$ cat config.mk
export PLATFORM = sky130hd
export DESIGN_NAME = sdh_irq_unit
export DESIGN_NICKNAME = d
export VERILOG_FILES = /design/src/rtl/sdh_irq_pkg.sv /design/src/rtl/sdh_pin_sync.sv /design/src/rtl/sdh_card_detect.sv /design/src/rtl/sdh_sticky_reg.sv /design/src/rtl/sdh_irq_unit.sv
export SDC_FILE = /design/constraint.sdc
export NUM_CORES = 1
export LEC_CHECK = 0
export BUFFER_PORTS_ARGS = -buffer_cell sky130_fd_sc_hd__buf_2
export CELL_PAD_IN_SITES_DETAIL_PLACEMENT = 0
export CELL_PAD_IN_SITES_GLOBAL_PLACEMENT = 2
export CORE_MARGIN = 2
export CORE_UTILIZATION = 27
export DETAILED_ROUTE_END_ITERATION = 8
export PLACE_DENSITY = 0.95
export REMOVE_ABC_BUFFERS = 1
export SKIP_LAST_GASP = 1
export SYNTH_ARGS = -nofsm -noshare
export SYNTH_HDL_FRONTEND = slang
export SYNTH_SLANG_ARGS = --single-unit
$ cat constraint.sdc
create_clock -name clk -period 3.3 [get_ports clk]
set_input_delay 0.495 -clock clk [delete_from_list [all_inputs] [get_ports clk]]
set_output_delay 0.495 -clock clk [all_outputs]
set_load 0.03 [all_outputs]
$ cat src/rtl/sdh_irq_pkg.sv
package sdh_irq_pkg;

    localparam int BYTE_W = 8;
    localparam int CFG_W  = 16;

    typedef enum logic [2:0] {
        SEL_STS0   = 3'd0,
        SEL_STS1   = 3'd1,
        SEL_STS2   = 3'd2,
        SEL_MASK0  = 3'd3,
        SEL_MASK1  = 3'd4,
        SEL_BLKCFG = 3'd5
    } reg_sel_e;

    // configuration word fields
    localparam int CFG_GIE      = 15;
    localparam int CFG_DAT3_SEL = 14;
    localparam int CFG_GPI_SEL  = 13;
    localparam int CFG_POL_HIGH = 12;

    // status-2 fields
    localparam int S2_CMD_BUSY = 4;
    localparam int S2_DAT_BUSY = 5;
    localparam int S2_FREEZE   = 7;

    // implemented bits
    localparam logic [BYTE_W-1:0] STS0_STICKY = 8'hF0;
    localparam logic [BYTE_W-1:0] STS1_STICKY = 8'hFF;
    localparam logic [BYTE_W-1:0] MASK0_IMPL  = 8'hF0;
    localparam logic [BYTE_W-1:0] MASK1_IMPL  = 8'hFE;

    typedef struct packed {
        logic gpi_sel;
        logic dat3_sel;
        logic pol_high;
    } detect_cfg_t;

    function automatic detect_cfg_t decode_detect(input logic [CFG_W-1:0] cfg);
        detect_cfg_t d;
        d.gpi_sel  = cfg[CFG_GPI_SEL];
        d.dat3_sel = cfg[CFG_DAT3_SEL];
        d.pol_high = cfg[CFG_POL_HIGH];
        return d;
    endfunction

    // qualified card-present level; first pin wins over second
    function automatic logic card_present(input detect_cfg_t d,
                                          input logic gpi, input logic dat3);
        logic raw;
        if (d.gpi_sel)       raw = gpi;
        else if (d.dat3_sel) raw = dat3;
        else                 return 1'b0;
        return d.pol_high ? raw : ~raw;
    endfunction

endpackage

$ cat src/rtl/sdh_pin_sync.sv
module sdh_pin_sync #(
    parameter int STAGES = 2,
    parameter int WIDTH  = 3
) (
    input  logic             clk,
    input  logic             rst,
    input  logic [WIDTH-1:0] din,
    output logic [WIDTH-1:0] dout
);
    logic [WIDTH-1:0] chain [STAGES];

    generate
        for (genvar s = 0; s < STAGES; s++) begin : g_stage
            if (s == 0) begin : g_first
                always_ff @(posedge clk) begin
                    if (rst) chain[s] <= '0;
                    else     chain[s] <= din;
                end
            end else begin : g_next
                always_ff @(posedge clk) begin
                    if (rst) chain[s] <= '0;
                    else     chain[s] <= chain[s-1];
                end
            end
        end
    endgenerate

    assign dout = chain[STAGES-1];
endmodule

$ cat src/rtl/sdh_card_detect.sv
module sdh_card_detect
    import sdh_irq_pkg::*;
(
    input  logic        clk,
    input  logic        rst,
    input  detect_cfg_t cfg,
    input  logic        gpi_s,
    input  logic        dat3_s,
    output logic        insert_evt,
    output logic        change_evt
);
    logic present;
    logic present_q;

    always_comb present = card_present(cfg, gpi_s, dat3_s);

    always_ff @(posedge clk) begin
        if (rst) present_q <= 1'b0;
        else     present_q <= present;
    end

    assign change_evt = present ^ present_q;
    assign insert_evt = present & ~present_q;
endmodule

$ cat src/rtl/sdh_sticky_reg.sv
module sdh_sticky_reg #(
    parameter int               WIDTH = 8,
    parameter logic [WIDTH-1:0] IMPL  = '1
) (
    input  logic             clk,
    input  logic             rst,
    input  logic [WIDTH-1:0] set,
    input  logic [WIDTH-1:0] clr,
    output logic [WIDTH-1:0] q
);
    // set has priority over a same-cycle clear
    always_ff @(posedge clk) begin
        if (rst) q <= '0;
        else     q <= ((q & ~clr) | set) & IMPL;
    end
endmodule

$ cat src/rtl/sdh_irq_unit.sv
module sdh_irq_unit
    import sdh_irq_pkg::*;
#(
    parameter int SYNC_STAGES = 2
) (
    input  logic        clk,
    input  logic        rst,
    input  logic        reg_wr,
    input  logic [2:0]  reg_sel,
    input  logic [15:0] reg_wdata,
    input  logic [7:0]  evt_cmd,
    input  logic [1:0]  evt_xfer,
    input  logic        cmd_busy,
    input  logic        dat_busy,
    input  logic        pin_wp,
    input  logic        pin_gpi_cd,
    input  logic        pin_dat3_cd,
    output logic [7:0]  sts0,
    output logic [7:0]  sts1,
    output logic [7:0]  sts2,
    output logic [7:0]  mask0,
    output logic [7:0]  mask1,
    output logic [15:0] blk_cfg,
    output logic        irq
);
    localparam int NPINS = 3;

    logic [NPINS-1:0]  pins_s;
    logic              wp_s, gpi_s, dat3_s;
    logic              ins_evt, chg_evt;
    logic [BYTE_W-1:0] s0_set, s0_clr, s0_q;
    logic [BYTE_W-1:0] s1_clr;
    logic              freeze_q;
    logic [BYTE_W-1:0] wbyte;
    reg_sel_e          sel;

    assign sel   = reg_sel_e'(reg_sel);
    assign wbyte = reg_wdata[BYTE_W-1:0];

    sdh_pin_sync #(.STAGES(SYNC_STAGES), .WIDTH(NPINS)) i_sync (
        .clk (clk),
        .rst (rst),
        .din ({pin_dat3_cd, pin_gpi_cd, pin_wp}),
        .dout(pins_s)
    );
    assign {dat3_s, gpi_s, wp_s} = pins_s;

    sdh_card_detect i_detect (
        .clk       (clk),
        .rst       (rst),
        .cfg       (decode_detect(blk_cfg)),
        .gpi_s     (gpi_s),
        .dat3_s    (dat3_s),
        .insert_evt(ins_evt),
        .change_evt(chg_evt)
    );

    always_comb begin
        s0_set = {ins_evt, chg_evt, evt_xfer[0], evt_xfer[1], 4'b0000};
        s0_clr = (reg_wr && sel == SEL_STS0) ? wbyte : '0;
        s1_clr = (reg_wr && sel == SEL_STS1) ? wbyte : '0;
    end

    sdh_sticky_reg #(.WIDTH(BYTE_W), .IMPL(STS0_STICKY)) i_sts0 (
        .clk(clk), .rst(rst), .set(s0_set), .clr(s0_clr), .q(s0_q)
    );

    sdh_sticky_reg #(.WIDTH(BYTE_W), .IMPL(STS1_STICKY)) i_sts1 (
        .clk(clk), .rst(rst), .set(evt_cmd), .clr(s1_clr), .q(sts1)
    );

    always_ff @(posedge clk) begin
        if (rst) begin
            mask0    <= '0;
            mask1    <= '0;
            blk_cfg  <= '0;
            freeze_q <= 1'b0;
        end else if (reg_wr) begin
            case (sel)
                SEL_MASK0:  mask0    <= wbyte & MASK0_IMPL;
                SEL_MASK1:  mask1    <= wbyte & MASK1_IMPL;
                SEL_BLKCFG: blk_cfg  <= reg_wdata;
                SEL_STS2:   freeze_q <= wbyte[S2_FREEZE];
                default: ;
            endcase
        end
    end

    always_comb begin
        sts0 = {s0_q[7:4], gpi_s, dat3_s, wp_s, 1'b0};
        sts2 = '0;
        sts2[S2_CMD_BUSY] = cmd_busy;
        sts2[S2_DAT_BUSY] = dat_busy;
        sts2[S2_FREEZE]   = freeze_q;
        irq = blk_cfg[CFG_GIE] & ((|(s0_q & mask0)) | (|(sts1 & mask1)));
    end
endmodule

Word level (Yosys, flattened, before mapping)
Memory sizes are Yosys's and may differ from the RTL's.
Cells that the tools add are included.
{ "classes": {"n_eq_ne": 5, "n_mux": 15, "bitwise": 16, "reduce_logical": 9} }
{ "op_table": {"columns": ["cell", "n"], "rows": [
  ["$and A8 B8 Y8", 4],
  ["$mux W8", 2],
  ["$not A8 Y8", 2],
  ["$or A8 B8 Y8", 2],
  ["$reduce_or A8 Y1", 2],
  ["$mux W1", 11],
  ["$reduce_and A2 Y1", 4],
  ["$eq A3 B2 Y1 const B", 2],
  ["$eq A3 B3 Y1 const B", 2],
  ["$mux W3", 2],
  ["$eq A3 B1 Y1 const B", 1],
  ["$logic_not A3 Y1", 1],
  ["$or A1 B1 Y1", 3],
  ["$and A1 B1 Y1", 2],
  ["$logic_and A1 B1 Y1", 2],
  ["$not A1 Y1", 2],
  ["$xor A1 B1 Y1", 1]
]} }
{ "word_totals": {"regBits": 45, "ram_bits": 6, "inputBits": 37, "out_inout_bits": 57, "elab_cells": 54, "mem_count": 1} }
{ "mem_list": {"columns": ["memory", "words", "word_bits", "rd", "rd_clocked_by_memory_dff", "write_ports", "line", "text"], "rows": [
  ["i_sync.chain", 2, 3, 2, 0, 2, "sdh_pin_sync.sv:10", "logic [WIDTH-1:0] chain [STAGES];"]
]} }

Logic depth before layout (Yosys ltp)
Gate-level depths: netlist of the first run.
An unclocked memory read counts as a cell.
{ "depth": {"ltp_word": 8, "ltp_mapped": 6, "depth_no_buf": 6} }

Modules after synthesis
A second synthesis of the first run with hierarchy kept.
{ "hier_totals": {"hier_cells": 229, "hier_area_um2": 2115.8} }
{ "by_module_without_submodules": {"columns": ["module", "instances", "cells_per_inst", "area_per_inst_um2", "seq_area_each_um2"], "rows": [
  ["sdh_irq_unit", 1, 152, 1306.3, 560.5],
  ["sdh_sticky_reg (i_sts1)", 1, 33, 381.6, 160.2],
  ["sdh_sticky_reg (i_sts0)", 1, 21, 173.9, 80.1],
  ["sdh_pin_sync", 1, 12, 157.7, 120.1],
  ["sdh_card_detect", 1, 11, 96.3, 20.0]
]} }

Least setup slack after synthesis of the first run
OpenSTA, ideal clock, no wires.
{ "synth_path": {"path_kind": "flip-flop to output port", "startpoint": "reg mask0[6]", "endpoint": "out irq", "arrival_time_ps": 1335, "required_time_ps": 2805, "path_slack_ps": 1470, "stages_incl_launch_ff": 4, "path_buffers": 0, "cell_sequence": "dfxtp_1 a22o_1 a221oi_1 a31oi_1"} }
{ "synth_via": {"elab_chain_len": 4} }
{ "synth_rtl": {"columns": ["item", "line", "text"], "rows": [
  ["from (decl)", "sdh_irq_unit.sv:21", "output logic [7:0] mask0,"],
  ["from (signal assigned)", "sdh_irq_unit.sv:80", "SEL_MASK0: mask0 <= wbyte & MASK0_IMPL;"],
  ["$and A8 B8 Y8", "sdh_irq_unit.sv:95", "irq = blk_cfg[CFG_GIE] & ((|(s0_q & mask0)) | (|(sts1 & mask1)));"],
  ["$reduce_or A8 Y1", "sdh_irq_unit.sv:95", null],
  ["$or A1 B1 Y1", "sdh_irq_unit.sv:95", null],
  ["$and A1 B1 Y1", "sdh_irq_unit.sv:95", null],
  ["to (decl)", "sdh_irq_unit.sv:24", "output logic irq"]
]} }
Every way passes these cells.

Final worst setup path of the first run
{ "layout_path": {"startpoint": "reg i_sts0.q[6]", "endpoint": "out irq"} }
{ "layout_via": {"elab_chain_len": 4} }
{ "layout_rtl": {"columns": ["item", "line", "text"], "rows": [
  ["from (decl)", "sdh_sticky_reg.sv:9", "output logic [WIDTH-1:0] q"],
  ["from (signal assigned)", "sdh_sticky_reg.sv:14", "else q <= ((q & ~clr) | set) & IMPL;"],
  ["$and A8 B8 Y8", "sdh_irq_unit.sv:95", null],
  ["$reduce_or A8 Y1", "sdh_irq_unit.sv:95", null],
  ["$or A1 B1 Y1", "sdh_irq_unit.sv:95", null],
  ["$and A1 B1 Y1", "sdh_irq_unit.sv:95", null]
]} }
Every way passes these cells.

==> flow_metrics.tcl, run 1 <==
set metrics [dict create \
    path_cells "a22o_1, a221oi_1, a31oi_1, buf_2" \
    netlist_area_um2 1900 \
    drv_cap 0 \
    wl_met3_um 366 \
    stdcell_count 380 \
    fin_skew_ns 0.00404 \
    initial_core_util_pct 28.0 \
    die_area_um2 7740 \
    critPathRequiredTime_ns 2.80 \
    rrSetupSlack_ns 1.96 \
    seqPwrFrac_pct 51.7 \
    cp-start-kind "register" \
    power_density_nw_per_um2 485 \
    final_common_cell "buf_2" \
    yosysUniqueCellTypes 25 \
    clkPwrFrac_pct 34.8 \
    min_period_over_period_pct 61.9 \
    clk_path_buf_depth 2 \
    nNetsFinal 322 \
    status "finished, final reports clean" \
    rsz0062_at_grt "no" \
    cp-end-kind "output port" \
    cts_tree "built" \
    area_growth_pct 26.0 \
    clkTransAtPathRegs_ns 0.08 \
    rows 30 \
    grt_antenna_before_repair 0 \
    cts.sink_count 47 \
    path_delay_family "compound AO/OA/AOI/OAI gates" \
    dr.pass1.iters 4 \
    hold_viol 0 \
    power_switching_share_pct 26.1 \
    hold_class "in2reg" \
    p_int_mw 0.860 \
    synth-seq-area-share_pct 49.4 \
    crit_fanout 3 \
    power_frac_comb_pct 13.4 \
    drtIter0Drc 22 \
    finalInstanceArea_um2 2400 \
    p_leak_nw 1.13 \
    clock-root-buffer "clkbuf_8" \
    met2_length_um 2290 \
    core_area_um2 6790 \
    highest_layer "met4" \
    htree_num_levels 2 \
    place_area_um2 2300 \
    final_cell_mix "buf_2, dfxtp_1, nand2_1" \
    cts_resized 0 \
    wire_per_inst_um 12.8 \
    r2r-end "i_sts0.q[6]" \
    routed_wl_um 4860 \
    final_util_pct 35.3 \
    reg2regPathDepth 5 \
    drc 0 \
    vias_per_cell 4.33 \
    final_antenna_net_count 0 \
    critPathKind "reg2out" \
    p_sw_mw 0.304 \
    slew_viol_final 0 \
    grt_max_degree 48 \
    io_pins 94 \
    min_period_ns 2.04 \
    fp.dieH_um 88.0 \
    worst-path-buf-inv 1 \
    clk_latency_ns 0.29 \
    grt_pass1_wl_um 7450 \
    slowest_stage "a221oi_1" \
    dp_cells 373 \
    setup_ws_ns 1.26 \
    grt_usage_pct 12.7 \
    cp.arrival_ns 1.55 \
    setup_viol 0 \
    yosys_warnings 0 \
    hold_start "reg_wdata[0]" \
    gp_congestion 0.694 \
    crit_path_max_incr_delay_ns 0.36 \
    netlist_instances 214 \
    portBuffers 78 \
    cts_buffers 5 \
    peakVddDrop_v 0.000141 \
    place_ws_ns 1.39 \
    hold_buffers 0 \
    worst_slew_pin_slew_ns 0.853 \
    drt-met1-wl_um 2190 \
    grt_overflow 0 \
    layout-drive-gt1-share_pct 31.3 \
    tns_ns 0 \
    whs_ns 0.401 \
    grt_pass1_vias 1478 \
    fmax_mhz 489 \
    hold_end "i_sts1.q[0]" \
    ys_ff_latch 47 \
    place_hpwl_um 3550 \
    cts_setup_buffers 0 \
    worstHoldPathCells 2 \
    diodes 0 \
    relSlewSlack_pct 43.1 \
    worstReg2RegStart "blk_cfg[13]" \
    die_x_um 88.0 \
    fin_total_pwr_mw 1.16 \
    num_vias 1644 \
    avgSynthCellArea_um2 8.89 \
]
-- power by group through the flow --
stage / Combinational (mW) / Clock [mW] / Sequential (mW)
floorplan: 0.0526 / 0 / 0.653
global placement: 0.156 / 0 / 0.616
detailed placement: 0.158 / 0 / 0.616
CTS: 0.158 / 0.423 / 0.603
global route: 0.171 / 0.440 / 0.606
finish: 0.156 / 0.405 / 0.603
-- layout make-up --
class / count / area, um2
clock inverters: 1 / 30.0
inverters: 19 / 71.3
fillers: 725 / 4400
repair buffers: 79 / 398
flip-flops and latches: 47 / 941
well taps: 96 / 120
clock buffers: 6 / 72.6
multi-input cells: 132 / 766
-- cells by family (layout without fill, tap and decap cells) --
group	Yosys count	count (layout)	synth area share, %
flops	47	47	49.4
mux	12	12	6.31
other cells	1	11	0.197
fa+ha+maj	1	1	0.657
compound gates	42	42	14.2
simple gates	66	66	16.6
buf+inv	45	105	12.6
-- synthesized netlist by cell type (all sizes together) --
cell type | count | area [um2]
and4b | 1 | 10.0
and4bb | 2 | 25.0
conb | 1 | 3.75
a22o | 2 | 17.5
a222oi | 1 | 10.0
o21ai | 4 | 20.0
a311oi | 8 | 70.1
nor4bb | 1 | 10.0
nand4b | 2 | 17.5
a22oi | 1 | 7.51
mux2i | 12 | 120
buf | 21 | 150
nand2 | 32 | 120
ha | 1 | 12.5
a31oi | 1 | 6.26
a21oi | 21 | 105
a211oi | 1 | 7.51
nor2 | 20 | 75.1
nor2b | 7 | 43.8
or4b | 1 | 13.8
a221oi | 3 | 26.3
inv | 19 | 71.3
dfxtp | 47 | 941
clkbuf | 5 | 18.8
-- layer usage --
metal  global-route usage [%]  vias up
met5                        0        -
met4                     3.22        0
met3                     4.24        2
met2                     20.9       61
met1                     16.1      755
li1                         -      826
-- worst max-delay path by stage --
stage / startpoint / endpoint / slack [ns] / depth (start not counted)
after CTS: i_sts0.q[6] / irq / 1.25 / 4
after floorplan: mask0[6] / irq / 1.47 / 3
final: i_sts0.q[6] / irq / 1.26 / 4
after detailed placement: reg_sel[1] / blk_cfg[9] / 1.39 / 4
after global placement: reg_sel[1] / blk_cfg[1] / 1.42 / 4
after global routing: i_sts0.q[6] / irq / 1.13 / 4
-- flip-flops by register name, summed over array words and instances (netlist names) --
| signal | cells |
|---|---|
| i_sts0.q | 4 |
| i_sts1.q | 8 |
| blk_cfg | 16 |
| mask1 | 7 |
| i_sync.chain | 6 |
| i_detect.present_q | 1 |
| mask0 | 4 |
| freeze_q | 1 |
No activity file was read; power rests on OpenSTA's default activity.
==> inputs of run 2 (changes only) <==
- CORE_UTILIZATION: 27 -> 25
- PLACE_DENSITY: 0.95 -> 0.91
- clock period: 3.3 -> 1.9 ns (I/O delays scaled with it)
==> run 2 against run 1 <==
Compared with the run above:
- critical path depth stayed put
- global-route usage is 0.45 points lower
- sequential power is 74% higher
- via count rose by 1.2%
- final area rose by 2.0%
- sequential share of layout area fell by 0.78 points
- worst setup slack lost 1.1 ns
- critical path type unchanged
==> flow_metrics.tcl, run 2 (synthesis gave the netlist of run 1 again) <==
set metrics [dict create \
    status "finished, final reports clean" \
    peakVddDrop_v 0.000366 \
    wire_per_inst_um 13.3 \
    cts_tree "built" \
    final_util_pct 33.4 \
    min_period_over_period_pct 92.0 \
    nNetsFinal 325 \
    min_period_ns 1.75 \
    grt_pass1_vias 1588 \
    worst-path-buf-inv 1 \
    grt_overflow 0 \
    top_register "blk_cfg" \
    initial_core_util_pct 26.0 \
    cts_buffers 5 \
    worstReg2RegStart "blk_cfg[14]" \
    area_growth_pct 28.6 \
    gp_congestion 0.757 \
    dr.pass1.iters 4 \
    top_regs "blk_cfg: 16 flops, i_sts1.q: 8 flops, mask1: 7 flops" \
    critPathRequiredTime_ns 1.62 \
    drv_cap 0 \
    final_antenna_net_count 0 \
    power_density_nw_per_um2 840 \
    clkTransAtPathRegs_ns 0.09 \
    io_pins 94 \
    grt_antenna_before_repair 0 \
    largest_register_ffs 16 \
    worst_slew_pin_slew_ns 0.541 \
    hold_class "in2reg" \
    whs_ns 0.186 \
    final_common_cell "buf_2" \
    clock-root-buffer "clkbuf_8" \
    fin_skew_ns 0.00358 \
    worstHoldPathCells 2 \
    cts.sink_count 47 \
    fin_total_pwr_mw 2.06 \
    num_vias 1664 \
    clk_latency_ns 0.30 \
    grt_pass1_wl_um 8000 \
    portBuffers 78 \
    crit_path_max_incr_delay_ns 0.33 \
    slew_viol_final 0 \
    cp-end-kind "output port" \
    p_leak_nw 1.15 \
    drc 0 \
    grt_usage_pct 12.3 \
    htree_num_levels 2 \
    rsz0062_at_grt "no" \
    die_area_um2 8330 \
    cp.arrival_ns 1.46 \
    hold_end "i_sts1.q[0]" \
    critPathKind "reg2out" \
    path_cells "a22o_1, a221oi_1, a31oi_1, buf_2" \
    slowest_stage "dfxtp_1" \
    cp-start-kind "register" \
    setup_viol 0 \
    fmax_mhz 572 \
    place_hpwl_um 3690 \
    drtIter0Drc 26 \
    hold_viol 0 \
    routed_wl_um 5140 \
    layout-drive-gt1-share_pct 32.8 \
    clk_path_buf_depth 2 \
    die_x_um 91.3 \
    fp.dieH_um 91.3 \
    r2r-end "i_sts0.q[6]" \
    reg2regPathDepth 5 \
    final_cell_mix "buf_2, dfxtp_1, nand2_1" \
    hold_start "reg_wdata[0]" \
    grt_max_degree 28 \
    core_area_um2 7330 \
    vias_per_cell 4.31 \
    rows 31 \
    crit_fanout 3 \
    relSlewSlack_pct 63.9 \
    diodes 0 \
    rrSetupSlack_ns 0.58 \
    path_delay_family "compound AO/OA/AOI/OAI gates" \
    tns_ns 0 \
]
[run 2: changes by cell type in the layout (fill, tap and decap cells not counted), sizes merged]
cell and delta:
clkbuf -1, clkinvlp +1, buf +3
[run 2: stage by stage]
step / std cells / instance area [um2] / worst slack, ns
6_report: 386 / 2450 / 0.153
5_1_grt: 386 / 2450 / 0.0477
4_1_cts: 386 / 2440 / 0.0437
3_5_place_dp: 379 / 2330 / 0.399
3_3_place_gp: 379 / 2330 / 0.442
2_1_floorplan: 198 / 1770 / 0.280
[run 2: layer usage]
layer	vias up	global-route usage, %	routed length, um
li1	834	-	-
met1	768	16.3	2440
met2	60	18.8	2340
met3	2	3.98	342
met4	0	4.04	21
met5	-	0	0
[run 2: layout make-up]
class,instances,area [um2]
fillers,778,4880
well taps,99,124
inverters,19,71.3
flip-flops and latches,47,941
clock buffers,5,68.8
clock inverters,2,37.5
repair buffers,82,433
multi-input cells,132,772
[run 2: repair_timing]
item | 4_1_cts | 5_1_grt
endpoints found under the setup margin | 0 | 1
gates resized for setup | 0 | 1
setup buffers | 0 | 0
hold buffers | 0 | 0
[run 2: power breakdown]
part           internal [mW]  switching (mW)
clock                  0.385           0.344
combinational         0.0909           0.190
sequential              1.02          0.0238
total                   1.50           0.558
[run 2: worst max-delay path by stage]
stage                start   to  cells after the start
2_1_floorplan     mask0[6]  irq                      3
3_3_place_gp   i_sts0.q[6]  irq                      4
3_5_place_dp   i_sts0.q[6]  irq                      4
4_1_cts        i_sts0.q[6]  irq                      4
5_1_grt        i_sts1.q[5]  irq                      4
6_report       i_sts1.q[5]  irq                      4
[run 2: worst register-to-register path, cell delays in order, from the launching register on]
cell and delay [ns]:
dfxtp_1 0.33, nor2b_1 0.14, a221oi_1 0.32, a21oi_1 0.08, ha_1 0.28, a21oi_1 0.05
==> inputs of run 3 (changes only) <==
--- a/config.mk
+++ b/config.mk
@@ -10,3 +10,4 @@
 export CELL_PAD_IN_SITES_GLOBAL_PLACEMENT = 2
-export CORE_MARGIN = 2
+export CORE_ASPECT_RATIO = 0.9
+export CORE_MARGIN = 4
 export CORE_UTILIZATION = 25
==> constraint.sdc (replaced) <==
create_clock -name clk -period 1.9 [get_ports clk]
set_input_delay 0.38 -clock clk [delete_from_list [all_inputs] [get_ports clk]]
set_output_delay 0.38 -clock clk [all_outputs]
set_load 0.03 [all_outputs]
==> run 3 against run 2 <==
Compared with the run above:
- via count decreased by 1.3%
- global-route usage decreased by 1.0 points
- worst hold slack improved by 0.087 ns
- final area decreased by 0.46%
- fmax decreased by 2.8%
- critical path depth unchanged
- wire length increased by 2.4%
- combinational power about the same
- worst setup slack got worse by 0.050 ns
- die area increased by 9.0%
==> flow_metrics.tcl, run 3 (synthesis gave the netlist of run 1 again) <==
set metrics [dict create \
    cp-start-kind "register" \
    rows 29 \
    hold_class "in2reg" \
    clock-root-buffer "clkbuf_8" \
    grt_usage_pct 11.2 \
    cts_resized 1 \
    clkTransAtPathRegs_ns 0.09 \
    slowest_stage "dfxtp_1" \
    hold_buffers 0 \
    grt_pass1_vias 1554 \
    cts.sink_count 47 \
    nFillCells 777 \
    top_register "blk_cfg" \
    min_period_over_period_pct 94.6 \
    die_area_um2 9070 \
    setup_viol 0 \
    fp.dieH_um 90.8 \
    critPathKind "reg2out" \
    setup_ws_ns 0.103 \
    final_common_cell "buf_2" \
    htree_num_levels 2 \
    clk_latency_ns 0.29 \
    peakVddDrop_v 0.000283 \
    top_regs "blk_cfg: 16 flops, i_sts1.q: 8 flops, mask1: 7 flops" \
    largest_register_ffs 16 \
    cp.arrival_ns 1.42 \
    core_area_um2 7220 \
    cts_setup_buffers 0 \
    num_vias 1643 \
    portBuffers 78 \
    fin_total_pwr_mw 1.93 \
    p_leak_nw 1.15 \
    io_pins 94 \
    final_cell_mix "buf_2, dfxtp_1, nand2_1" \
    drv_cap 0 \
    initial_core_util_pct 26.4 \
    grt_overflow 0 \
    diodes 0 \
    drtIter0Drc 29 \
    rsz0062_at_grt "no" \
    min_period_ns 1.80 \
    drc 0 \
    place_hpwl_um 3810 \
    final_antenna_net_count 0 \
    path_cells "a22o_1, a221oi_2, a31oi_1, buf_2" \
    multi_input_area_um2 778 \
    slew_viol_final 0 \
    seqCellArea_um2 941 \
    fin_skew_ns 0.00346 \
    tns_ns 0 \
    path_delay_family "compound AO/OA/AOI/OAI gates" \
    grt_antenna_before_repair 0 \
    cts_tree "built" \
    status "finished, final reports clean" \
    clk_path_buf_depth 2 \
    grt_pass1_wl_um 8070 \
    dr.pass1.iters 4 \
    worst-path-buf-inv 1 \
    grt_max_degree 48 \
    routed_wl_um 5270 \
    gp_congestion 0.811 \
    wire_per_inst_um 13.8 \
    cp-end-kind "output port" \
    vias_per_cell 4.30 \
    power_density_nw_per_um2 794 \
    critPathRequiredTime_ns 1.52 \
    nNetsFinal 326 \
    place_ws_ns 0.302 \
    fmax_mhz 557 \
    hold_viol 0 \
    layout-drive-gt1-share_pct 33.6 \
    die_x_um 100 \
    crit_fanout 3 \
    crit_path_max_incr_delay_ns 0.33 \
    cts_buffers 5 \
    area_growth_pct 28.0 \
]
==> run 3: cell count changes in the layout (fill, tap and decap cells not counted), sizes merged <==
cell	delta
buf	+1
bufinv	-1
clkinv	+1
clkinvlp	+1
==> run 3: layout make-up <==
type                       instances  area share (%)
clock buffer                       5            2.82
clock inverter                     3           0.822
inverter                          19            2.93
multi-input combinational        132            31.9
sequential                        47            38.6
tap                               93            4.78
timing repair buffer              83            18.1
==> run 3: power breakdown <==
part / internal, mW / switching (mW) / leakage (nW)
Sequential: 1.02 / 0.0253 / 0.385
Combinational: 0.0921 / 0.190 / 0.722
Clock: 0.257 / 0.347 / 0.0402
Total: 1.37 / 0.562 / 1.15
==> run 3: path summary, 6_finish.rpt <==
| path | slack [ns] | endpoint | start | cells past startpoint |
|---|---|---|---|---|
| worst max register to register | 0.55 | i_sts0.q[6] | blk_cfg[13] | 5 |
| worst min register to register | 0.44 | i_sync.chain[1][2] | i_sync.chain[0][2] | 1 |
| worst max-delay path | 0.10 | irq | i_sts0.q[6] | 4 |
| worst min-delay path | 0.27 | i_sts1.q[0] | reg_wdata[0] | 2 |
==> run 3: stage by stage <==
stage	utilization (%)	instances	hold slack, ns	area, um2
6_report	33.7	382	0.273	2440
5_1_grt	33.7	382	0.269	2440
4_1_cts	33.7	382	0.266	2430
3_5_place_dp	32.3	374	0.422	2330
3_3_place_gp	32.3	374	0.427	2330
2_1_floorplan	-	198	0.414	1770
==> run 3: per-layer routing <==
metal  up-vias  global-route usage (%)  part of all wire [%]
met5         -                       0                     0
met4         0                    2.73                  0.51
met3         4                    4.25                   9.5
met2        57                    17.7                    44
met1       746                    14.5                    45
li1        836                       -                     -
